**src/rtl/msk_pkg.sv**
```systemverilog
package msk_pkg;

   localparam real HALF_PI = 1.5707963267948966;

   // Bit value that selects the lower (one cycle per bit) tone.
   typedef enum logic {
      TONE_HIGH = 1'b0,
      TONE_LOW  = 1'b1
   } tone_e;

   // Magnitude of a quarter-wave table entry, sampled at the middle of its step.
   function automatic int quarter_sine(input int idx, input int entries, input int amp);
      real ang;
      ang = (real'(idx) + 0.5) * HALF_PI / real'(entries);
      return $rtoi(real'(amp) * $sin(ang) + 0.5);
   endfunction

endpackage

```
**src/rtl/msk_st_divider.sv**
```systemverilog
module msk_st_divider #(
   parameter int DIV = 3072
) (
   input  logic clk,
   input  logic rst_n,
   output logic st_clk,
   output logic st_tick
);
   localparam int CNT_W = $clog2(DIV);
   localparam int HALF  = DIV / 2;

   logic [CNT_W-1:0] cnt;
   logic [CNT_W-1:0] cnt_nxt;

   initial begin : div_param_chk
      assert (DIV >= 4 && (DIV % 2) == 0)
         else $error("DIV must be even and at least 4");
   end

   assign st_tick = (cnt == CNT_W'(DIV - 1));
   assign cnt_nxt = st_tick ? '0 : cnt + 1'b1;

   always_ff @(posedge clk or negedge rst_n) begin
      if (!rst_n) begin
         cnt    <= CNT_W'(DIV - 1);
         st_clk <= 1'b0;
      end else begin
         cnt    <= cnt_nxt;
         st_clk <= (cnt_nxt < CNT_W'(HALF));
      end
   end


   st_high_len_chk: assert property (@(posedge clk) disable iff (!rst_n)
      $rose(st_clk) |-> (cnt == '0));
endmodule

```
**src/rtl/msk_in_sync.sv**
```systemverilog
module msk_in_sync #(
   parameter int STAGES = 2
) (
   input  logic clk,
   input  logic rst_n,
   input  logic d_in,
   output logic d_out
);
   initial begin : sync_param_chk
      assert (STAGES >= 1) else $error("STAGES must be at least 1");
   end

   generate
      if (STAGES == 1) begin : g_single
         always_ff @(posedge clk or negedge rst_n) begin
            if (!rst_n) d_out <= 1'b0;
            else        d_out <= d_in;
         end
      end else begin : g_chain
         logic [STAGES-1:0] chain;
         always_ff @(posedge clk or negedge rst_n) begin
            if (!rst_n) chain <= '0;
            else        chain <= {chain[STAGES-2:0], d_in};
         end
         assign d_out = chain[STAGES-1];
      end
   endgenerate
endmodule

```
**src/rtl/msk_phase_acc.sv**
```systemverilog
module msk_phase_acc #(
   parameter int DIV   = 3072,
   parameter int ACC_W = 24
) (
   input  logic             clk,
   input  logic             rst_n,
   input  logic             restart,
   input  msk_pkg::tone_e   tone,
   output logic [ACC_W-1:0] phase
);
   // Phase per bit: two half turns for the low tone, three for the high tone.
   localparam longint unsigned LOW_NUM   = 64'd2 << (ACC_W - 1);
   localparam longint unsigned HIGH_NUM  = 64'd3 << (ACC_W - 1);
   localparam longint unsigned LOW_BASE  = LOW_NUM / DIV;
   localparam longint unsigned LOW_FRAC  = LOW_NUM % DIV;
   localparam longint unsigned HIGH_BASE = HIGH_NUM / DIV;
   localparam longint unsigned HIGH_FRAC = HIGH_NUM % DIV;
   localparam int ERR_W = $clog2(DIV) + 1;

   logic [ACC_W-1:0] base;

   initial begin : acc_param_chk
      assert (ACC_W >= 8 && ACC_W <= 48) else $error("ACC_W out of range");
   end

   assign base = (tone == msk_pkg::TONE_LOW) ? ACC_W'(LOW_BASE) : ACC_W'(HIGH_BASE);

   generate
      if (LOW_FRAC == 0 && HIGH_FRAC == 0) begin : g_exact
         always_ff @(posedge clk or negedge rst_n) begin
            if (!rst_n)       phase <= '0;
            else if (restart) phase <= '0;
            else              phase <= phase + base;
         end
      end else begin : g_dither
         logic [ERR_W-1:0] err;
         logic [ERR_W:0]   frac;
         logic [ERR_W:0]   err_sum;
         logic             carry;

         assign frac    = (tone == msk_pkg::TONE_LOW) ? (ERR_W+1)'(LOW_FRAC)
                                                      : (ERR_W+1)'(HIGH_FRAC);
         assign err_sum = {1'b0, err} + frac;
         assign carry   = (err_sum >= (ERR_W+1)'(DIV));

         always_ff @(posedge clk or negedge rst_n) begin
            if (!rst_n) begin
               phase <= '0;
               err   <= '0;
            end else if (restart) begin
               phase <= '0;
               err   <= '0;
            end else begin
               phase <= phase + base + ACC_W'(carry);
               err   <= carry ? ERR_W'(err_sum - (ERR_W+1)'(DIV)) : ERR_W'(err_sum);
            end
         end


         err_bound_chk: assert property (@(posedge clk) disable iff (!rst_n)
            err < ERR_W'(DIV));
      end
   endgenerate
endmodule

```
**src/rtl/msk_sine_lut.sv**
```systemverilog
module msk_sine_lut #(
   parameter int LUT_AW = 6,
   parameter int SAMP_W = 10
) (
   input  logic                     clk,
   input  logic                     rst_n,
   input  logic [LUT_AW+1:0]        phase_top,
   output logic signed [SAMP_W-1:0] sample
);
   localparam int ENTRIES = 1 << LUT_AW;
   localparam int MAG_W   = SAMP_W - 1;
   localparam int AMP     = (1 << MAG_W) - 1;

   logic [MAG_W-1:0]  lut [ENTRIES];
   logic [1:0]        quad;
   logic [LUT_AW-1:0] idx;
   logic [LUT_AW-1:0] addr;
   logic [SAMP_W-1:0] mag_ext;
   logic [SAMP_W-1:0] value;

   initial begin : lut_param_chk
      assert (SAMP_W >= 4 && LUT_AW >= 2 && LUT_AW <= 10)
         else $error("sine table size out of range");
   end

   for (genvar i = 0; i < ENTRIES; i++) begin : g_lut
      assign lut[i] = MAG_W'(msk_pkg::quarter_sine(i, ENTRIES, AMP));
   end

   assign quad    = phase_top[LUT_AW+1:LUT_AW];
   assign idx     = phase_top[LUT_AW-1:0];
   assign addr    = quad[0] ? ~idx : idx;
   assign mag_ext = {1'b0, lut[addr]};
   assign value   = quad[1] ? (~mag_ext + 1'b1) : mag_ext;

   always_ff @(posedge clk or negedge rst_n) begin
      if (!rst_n) sample <= '0;
      else        sample <= $signed(value);
   end


   neg_half_chk: assert property (@(posedge clk) disable iff (!rst_n)
      phase_top[LUT_AW+1] |=> (sample < 0));

   pos_half_chk: assert property (@(posedge clk) disable iff (!rst_n)
      !phase_top[LUT_AW+1] |=> (sample > 0));
endmodule

```
**src/rtl/msk_tx_modulator.sv**
```systemverilog
module msk_tx_modulator #(
   parameter int DIV         = 3072,
   parameter int ACC_W       = 24,
   parameter int LUT_AW      = 6,
   parameter int SAMP_W      = 10,
   parameter int SYNC_STAGES = 2
) (
   input  logic                     clk,
   input  logic                     rst_n,
   input  logic                     tx_data,
   input  logic                     tx_en,
   output logic                     st_clk,
   output logic                     data_sel,
   output logic [ACC_W-1:0]         tone_phase,
   output logic signed [SAMP_W-1:0] tx_sample
);
   logic           st_tick;
   logic           data_sync;
   logic           en_sync;
   logic           restart;
   msk_pkg::tone_e bit_q;

   initial begin : top_param_chk
      assert (ACC_W >= LUT_AW + 2) else $error("ACC_W too narrow for table");
      assert (SYNC_STAGES * 2 < DIV) else $error("synchroniser longer than half a bit");
   end

   msk_st_divider #(.DIV(DIV)) u_div (
      .clk(clk), .rst_n(rst_n), .st_clk(st_clk), .st_tick(st_tick));

   msk_in_sync #(.STAGES(SYNC_STAGES)) u_sync_data (
      .clk(clk), .rst_n(rst_n), .d_in(tx_data), .d_out(data_sync));

   msk_in_sync #(.STAGES(SYNC_STAGES)) u_sync_en (
      .clk(clk), .rst_n(rst_n), .d_in(tx_en), .d_out(en_sync));

   always_ff @(posedge clk or negedge rst_n) begin
      if (!rst_n) begin
         bit_q    <= msk_pkg::TONE_HIGH;
         data_sel <= 1'b0;
      end else if (st_tick) begin
         bit_q    <= msk_pkg::tone_e'(data_sync);
         data_sel <= en_sync;
      end
   end

   assign restart = st_tick && en_sync && !data_sel;

   msk_phase_acc #(.DIV(DIV), .ACC_W(ACC_W)) u_acc (
      .clk(clk), .rst_n(rst_n), .restart(restart), .tone(bit_q), .phase(tone_phase));

   msk_sine_lut #(.LUT_AW(LUT_AW), .SAMP_W(SAMP_W)) u_sine (
      .clk(clk), .rst_n(rst_n),
      .phase_top(tone_phase[ACC_W-1 -: LUT_AW+2]), .sample(tx_sample));


   bit_capture_chk: assert property (@(posedge clk) disable iff (!rst_n)
      !$stable(bit_q) |-> $rose(st_clk));

   sel_capture_chk: assert property (@(posedge clk) disable iff (!rst_n)
      !$stable(data_sel) |-> $rose(st_clk));

   burst_restart_chk: assert property (@(posedge clk) disable iff (!rst_n)
      $rose(data_sel) |-> (tone_phase == '0));
endmodule

```
**config.mk**
```make
export PLATFORM = sky130hd
export DESIGN_NAME = msk_tx_modulator
export DESIGN_NICKNAME = d
export VERILOG_FILES = /design/src/rtl/msk_pkg.sv /design/src/rtl/msk_st_divider.sv /design/src/rtl/msk_in_sync.sv /design/src/rtl/msk_phase_acc.sv /design/src/rtl/msk_sine_lut.sv /design/src/rtl/msk_tx_modulator.sv
export SDC_FILE = /design/constraint.sdc
export NUM_CORES = 1
export LEC_CHECK = 0
export BUFFER_PORTS_ARGS = -buffer_cell sky130_fd_sc_hd__buf_4
export CORE_MARGIN = 2
export CORE_UTILIZATION = 40
export DETAILED_ROUTE_END_ITERATION = 10
export PLACE_DENSITY_LB_ADDON = 0.05
export SKIP_CTS_REPAIR_TIMING = 1
export SLEW_MARGIN = 15
export SYNTH_ARGS = -nofsm -noshare
export SYNTH_HDL_FRONTEND = slang
export SYNTH_SLANG_ARGS = --single-unit
```
**constraint.sdc**
```tcl
create_clock -name clk -period 6.6 [get_ports clk]
set_input_delay 1.32 -clock clk [delete_from_list [all_inputs] [get_ports clk]]
set_output_delay 1.32 -clock clk [all_outputs]
set_load 0.05 [all_outputs]
```
## After elaboration in Yosys (flattened, before gate mapping)

Memory sizes are Yosys's and may differ from the RTL's.
Cells that the tools add are included.

| word-level totals | value |
|---|---|
| register bits | 66 |
| ROM bits | 576 |
| bits of input ports | 4 |
| output and inout port bits | 36 |
| logic and storage cells | 36 |
| memories kept | 1 |

Memories:

| memory | depth | bits a word | read ports | clocked after Yosys merged registers in | write ports | line | RTL |
|---|---|---|---|---|---|---|---|
| (name not given) | 64 | 9 | 1 | 0 | 0 | msk_sine_lut.sv:33 | `assign mag_ext = {1'b0, lut[addr]};` |

| operators by class | value |
|---|---|
| $add $sub $neg | 6 |
| magnitude comparators | 3 |
| eq/ne operators | 1 |
| multiplexer cells | 10 |
| bitwise gates (word level) | 3 |
| reduce and logical (&&, ||, !) cells | 3 |

Operators by type and width:

| cell | count |
|---|---|
| $mux 13 | 2 |
| $add 24x1->24 | 1 |
| $add 24x24->24 | 1 |
| $mux 24 | 1 |
| $mux 9 | 2 |
| $add 13x11->14 | 1 |
| $ge 14x12->1 const B | 1 |
| $mux 14 | 1 |
| $sub 13x12->13 const B | 1 |
| $add 12x1->12 const B | 1 |
| $eq 12x12->1 const B | 1 |
| $lt 12x11->1 const B | 1 |
| $mux 12 | 1 |
| $mux 11 | 1 |
| $add 10x1->10 const B | 1 |
| $mux 10 | 1 |
| $not 9->10 | 1 |
| $ge 7x7->1 const B | 1 |
| $not 6->7 | 1 |
| $mux 6 | 1 |
| $not 6->6 | 1 |
| $logic_and 1x1->1 | 2 |
| $logic_not 1->1 | 1 |

## Logic depth before layout (Yosys ltp)

| logic depth | value |
|---|---|
| depth in word-level cells | 9 |
| gate-level depth with buffers | 15 |
| gate-level depth less buffers | 14 |

## By module

A second synthesis with hierarchy kept.

| second synthesis, totals | value |
|---|---|
| cell total of the unflattened synthesis | 543 |
| area, all modules | 4873.4 µm² |

By module, submodules not included:

| module | times used | cells an instance | area each (µm²) | seq. area each (µm²) |
|---|---|---|---|---|
| msk_sine_lut | 1 | 294 | 2285.9 | 250.2 |
| msk_phase_acc | 1 | 177 | 1699.1 | 675.6 |
| msk_st_divider | 1 | 63 | 705.7 | 339.1 |
| msk_in_sync | 2 | 2 | 50.0 | 50.0 |
| msk_tx_modulator | 1 | 5 | 82.6 | 50.0 |

## Worst setup path after synthesis

Ideal clock, no wire load.

| timing path | value |
|---|---|
| path kind | register -> register |
| from | reg bit_q |
| to | reg u_acc.phase[22] |
| setup time | 0.136 ns |
| arrival | 3.378 ns |
| data required time | 6.464 ns |
| setup slack | 3.086 ns |
| stages on the path, launching flop included | 15 |
| buffers on the path | 0 |
| clock period less this slack | 3.514 ns |
| cells stage by stage | dfrtp_1 ha_1 ha_1 ha_1 nor2_1 o21ai_1 fa_1 ha_1 a21o_1 a31o_2 a31o_2 a31oi_1 o21a_1 or3_1 a21oi_1 |

| on the way | value |
|---|---|
| cells in the longest elaborated chain, start to end | 5 |
| elaborated cells on any way between the ends | 7 |
| those cells by class | add/sub (3); order compare (1); mux (3) |

RTL lines:

| what | line | RTL |
|---|---|---|
| start, declared | msk_tx_modulator.sv:21 | `msk_pkg::tone_e bit_q;` |
| start signal, assigned | msk_tx_modulator.sv:39 | `bit_q <= msk_pkg::TONE_HIGH;` |
| start signal, assigned | msk_tx_modulator.sv:42 | `bit_q <= msk_pkg::tone_e'(data_sync);` |
| $mux 11 | msk_phase_acc.sv:41 | `assign frac = (tone == msk_pkg::TONE_LOW) ? (ERR_W+1)'(LOW_FRAC)` |
| $add 13x11->14 | msk_phase_acc.sv:43 | `assign err_sum = {1'b0, err} + frac;` |
| $ge 14x12->1 | msk_phase_acc.sv:44 | `assign carry = (err_sum >= (ERR_W+1)'(DIV));` |
| $add 24x1->24 (*) | msk_phase_acc.sv:54 | `phase <= phase + base + ACC_W'(carry);` |
| $mux 24 (*) | msk_phase_acc.sv:50 | `end else if (restart) begin` |
| end signal, assigned | msk_phase_acc.sv:54 |  |
| end, declared | msk_phase_acc.sv:9 | `output logic [ACC_W-1:0] phase` |

Mark *: on every way between the ends. The rest lies on a longest branch, timed or not.
A chain may end at the register's enable or synchronous reset.

## Final worst setup path

| timing path | value |
|---|---|
| from | reg bit_q |
| to | reg u_acc.phase[16] |

The elaborated chain is that of the path after synthesis.

==> metrics.txt <==
status completed; final setup vio count 0; most common cell after layout, fill and taps aside dfrtp_1; Initial DRC Count 204; GR Util All Layers 0.184; most frequent cells in the layout dfrtp_1 (45), buf_4 (43), nor2_1 (40); mapped cell area 4320 sq um; Nets 530; critical-path maximum fanout 9; Setup Skew 0.0122 ns; Leakage Power 2.03 nW; ys flop type dfrtp_1; DRC violations left 0; router iterations before antenna repair 5; H-tree Lvls 2; CP endpoint u_acc.phase[16]; Slew HR 0.277; crit path from bit_q; YS warnings 0; Synth area leaders dfrtp_1 (26%), dfstp_2 (6.7%), ha_1 (6.1%); Synth Instances 492; average size of a mapped cell 8.79 sq um; top-area cell type share of the netlist area 0.260; synth unique cells 75; Fmax 254 MHz; worst-skew pair later-pin latency 0.31 ns; data required time of the worst path 6.82 ns; port bufs 39; number of flops mapped to enable cells by yosys 0; final design utilization 0.451; number of global-route vias before repair 3399; Fin Setup TNS 0 ns; Register Area 1420 sq um; Final HPWL DP 7180 microns; Worst R2R Setup Slack 2.67 ns; Routed Antenna Nets 0; GPL Wtd Cong 0.906; Die Wd 108 microns; largest net degree at the start of global routing 61; Max clock buf depth 2; Routed WL per cell 16.1 microns; Final Cycle Share 0.595; IR drop worst, VDD 0.0737 mV; initial antenna violation count 0; TritonCTS buffer count 5; Boundary Pins 40; Congestion Overflow GR 0; top cell type by total area after synthesis dfrtp_1; layout cell share with drive strength beyond 1 0.166; FF+latch count, synth 56; # rows 37; multi-input logic area 2640 sq um; Starting Density 0.415; Die Footprint 11700 sq um; CTS root buffer clkbuf_8; critical path data arrival time 4.15 ns; Synth async-reset ratio 1.00; critical path endpoint category flip-flop; Vias 3639; Worst-path clk slew 0.10 ns; Worst-Margin Slew 1.08 ns; Die Y 108 microns; drt via density 5.68; Max Cap Viol 0; Reg-to-Reg Start bit_q; global-route wire length before repair 17200 microns; startpoint class of the critical path flip-flop; FF-to-FF End u_acc.phase[16]; syn nets 518; RSZ-0062 raised after global routing no; R2R cell count 14; worst hold path type flip-flop to flip-flop; area grow syn2layout 8.56%; ant diodes 0; sequential area share after synthesis 0.327; routed wire length 10300 microns; Fin. Hold Viols 0; max-slew violation count 0; clock sink count 56; Filler cells 1021; Core Area 10400 sq um; Final Critical Period 3.93 ns; kind of critical path flip-flop to flip-flop; CTS tree done; Power Dens Cells 115 nW/um^2
metal layers:
metal	up-vias	GRT usage	wire, microns
li1	1785	-	-
met2	98	0.274	4650
met1	1746	0.273	5000
met3	10	0.0319	540
met5	-	0	0
met4	0	0.0559	133
cell type report:
type	count	area share
multi-input cells	381	0.562
flip-flops and latches	56	0.301
repair buffers	43	0.0688
well taps	136	0.0362
clock buffers	6	0.0155
inverters	17	0.0136
clock inverters	2	0.00267
flip-flops by register name, summed over array words and instances, names as in the netlist:
| name | flops |
|---|---|
| bit_q | 1 |
| data_sel | 1 |
| u_acc.g_dither.err | 3 |
| u_acc.phase | 24 |
| u_div.cnt | 12 |
| u_div.st_clk | 1 |
| u_sine.sample | 10 |
| u_sync_data.g_chain.chain | 2 |
| u_sync_en.g_chain.chain | 2 |
power by group:
part | total, mW | leakage, nW | internal (mW) | switching [mW]
registers | 0.345 | 0.699 | 0.344 | 0.000459
clock network | 0.185 | 0.0412 | 0.0746 | 0.111
logic | 0.00763 | 1.29 | 0.00111 | 0.00652
metrics by stage:
step	std cells	power, mW	instance area, sq um	setup WS, ns	hold WS [ns]
3_5_place_dp	633	0.360	4610	2.66	0.336
4_1_cts	641	0.548	4690	2.62	0.361
6_report	641	0.538	4690	2.67	0.355
5_1_grt	641	0.560	4690	2.36	0.365
3_3_place_gp	633	0.360	4610	2.78	0.335
2_1_floorplan	492	0.351	4320	3.09	0.331
critical path, stage by stage, from the launching register on:
cell,delay (ns)
dfrtp_1,0.52
ha_1,0.28
ha_1,0.32
ha_1,0.24
nor2_1,0.11
o21ai_1,0.16
fa_1,0.43
ha_1,0.22
a21o_1,0.18
a31o_2,0.25
a31o_2,0.25
a31oi_1,0.32
o21a_1,0.29
o21ai_0,0.12
a21oi_1,0.16
worst min path at each step:
stage,start,slack [ns],to,depth (start not counted)
finish,u_sync_en.g_chain.chain[0],0.35,u_sync_en.g_chain.chain[1],0
detailed placement,u_sync_data.g_chain.chain[0],0.34,u_sync_data.g_chain.chain[1],0
CTS,u_sync_data.g_chain.chain[0],0.36,u_sync_data.g_chain.chain[1],0
global route,u_sync_data.g_chain.chain[0],0.37,u_sync_data.g_chain.chain[1],0
global placement,u_sync_en.g_chain.chain[0],0.33,u_sync_en.g_chain.chain[1],0
floorplan,u_sync_data.g_chain.chain[0],0.33,u_sync_data.g_chain.chain[1],0
cell usage after synthesis, types with 4 or more instances:
master,instances
nand2_1,37
buf_4,8
a31oi_1,7
nand3_1,14
o221ai_1,5
nand3b_1,4
nand4_1,4
nor3b_1,5
a221oi_1,4
and2_1,5
nor2b_1,7
xnor2_1,17
a21oi_1,28
o31ai_1,6
clkbuf_1,17
buf_2,10
inv_1,17
a21o_1,6
nand2b_1,14
dfstp_2,11
or3_1,5
nor3_1,5
xor2_1,24
ha_1,21
o21ai_0,31
or2_2,5
a22o_1,4
a22oi_1,4
mux2i_1,6
dfrtp_1,45
and3b_1,4
nor2_1,40
kinds of logic (layout without fill, tap and decap cells):
| group | after synthesis | after routing | synth area share |
|---|---|---|---|
| AOI/OAI and AO/OA | 138 | 138 | 0.228 |
| xor gates and xnor gates | 41 | 41 | 0.0830 |
| adders and majority gates | 22 | 22 | 0.0654 |
| buffers and inverters | 55 | 68 | 0.0628 |
| DFF | 56 | 56 | 0.327 |
| muxes | 8 | 8 | 0.0191 |
| and+or+nand+nor | 172 | 172 | 0.214 |
Note: power is estimated with default switching activity, not from simulation.
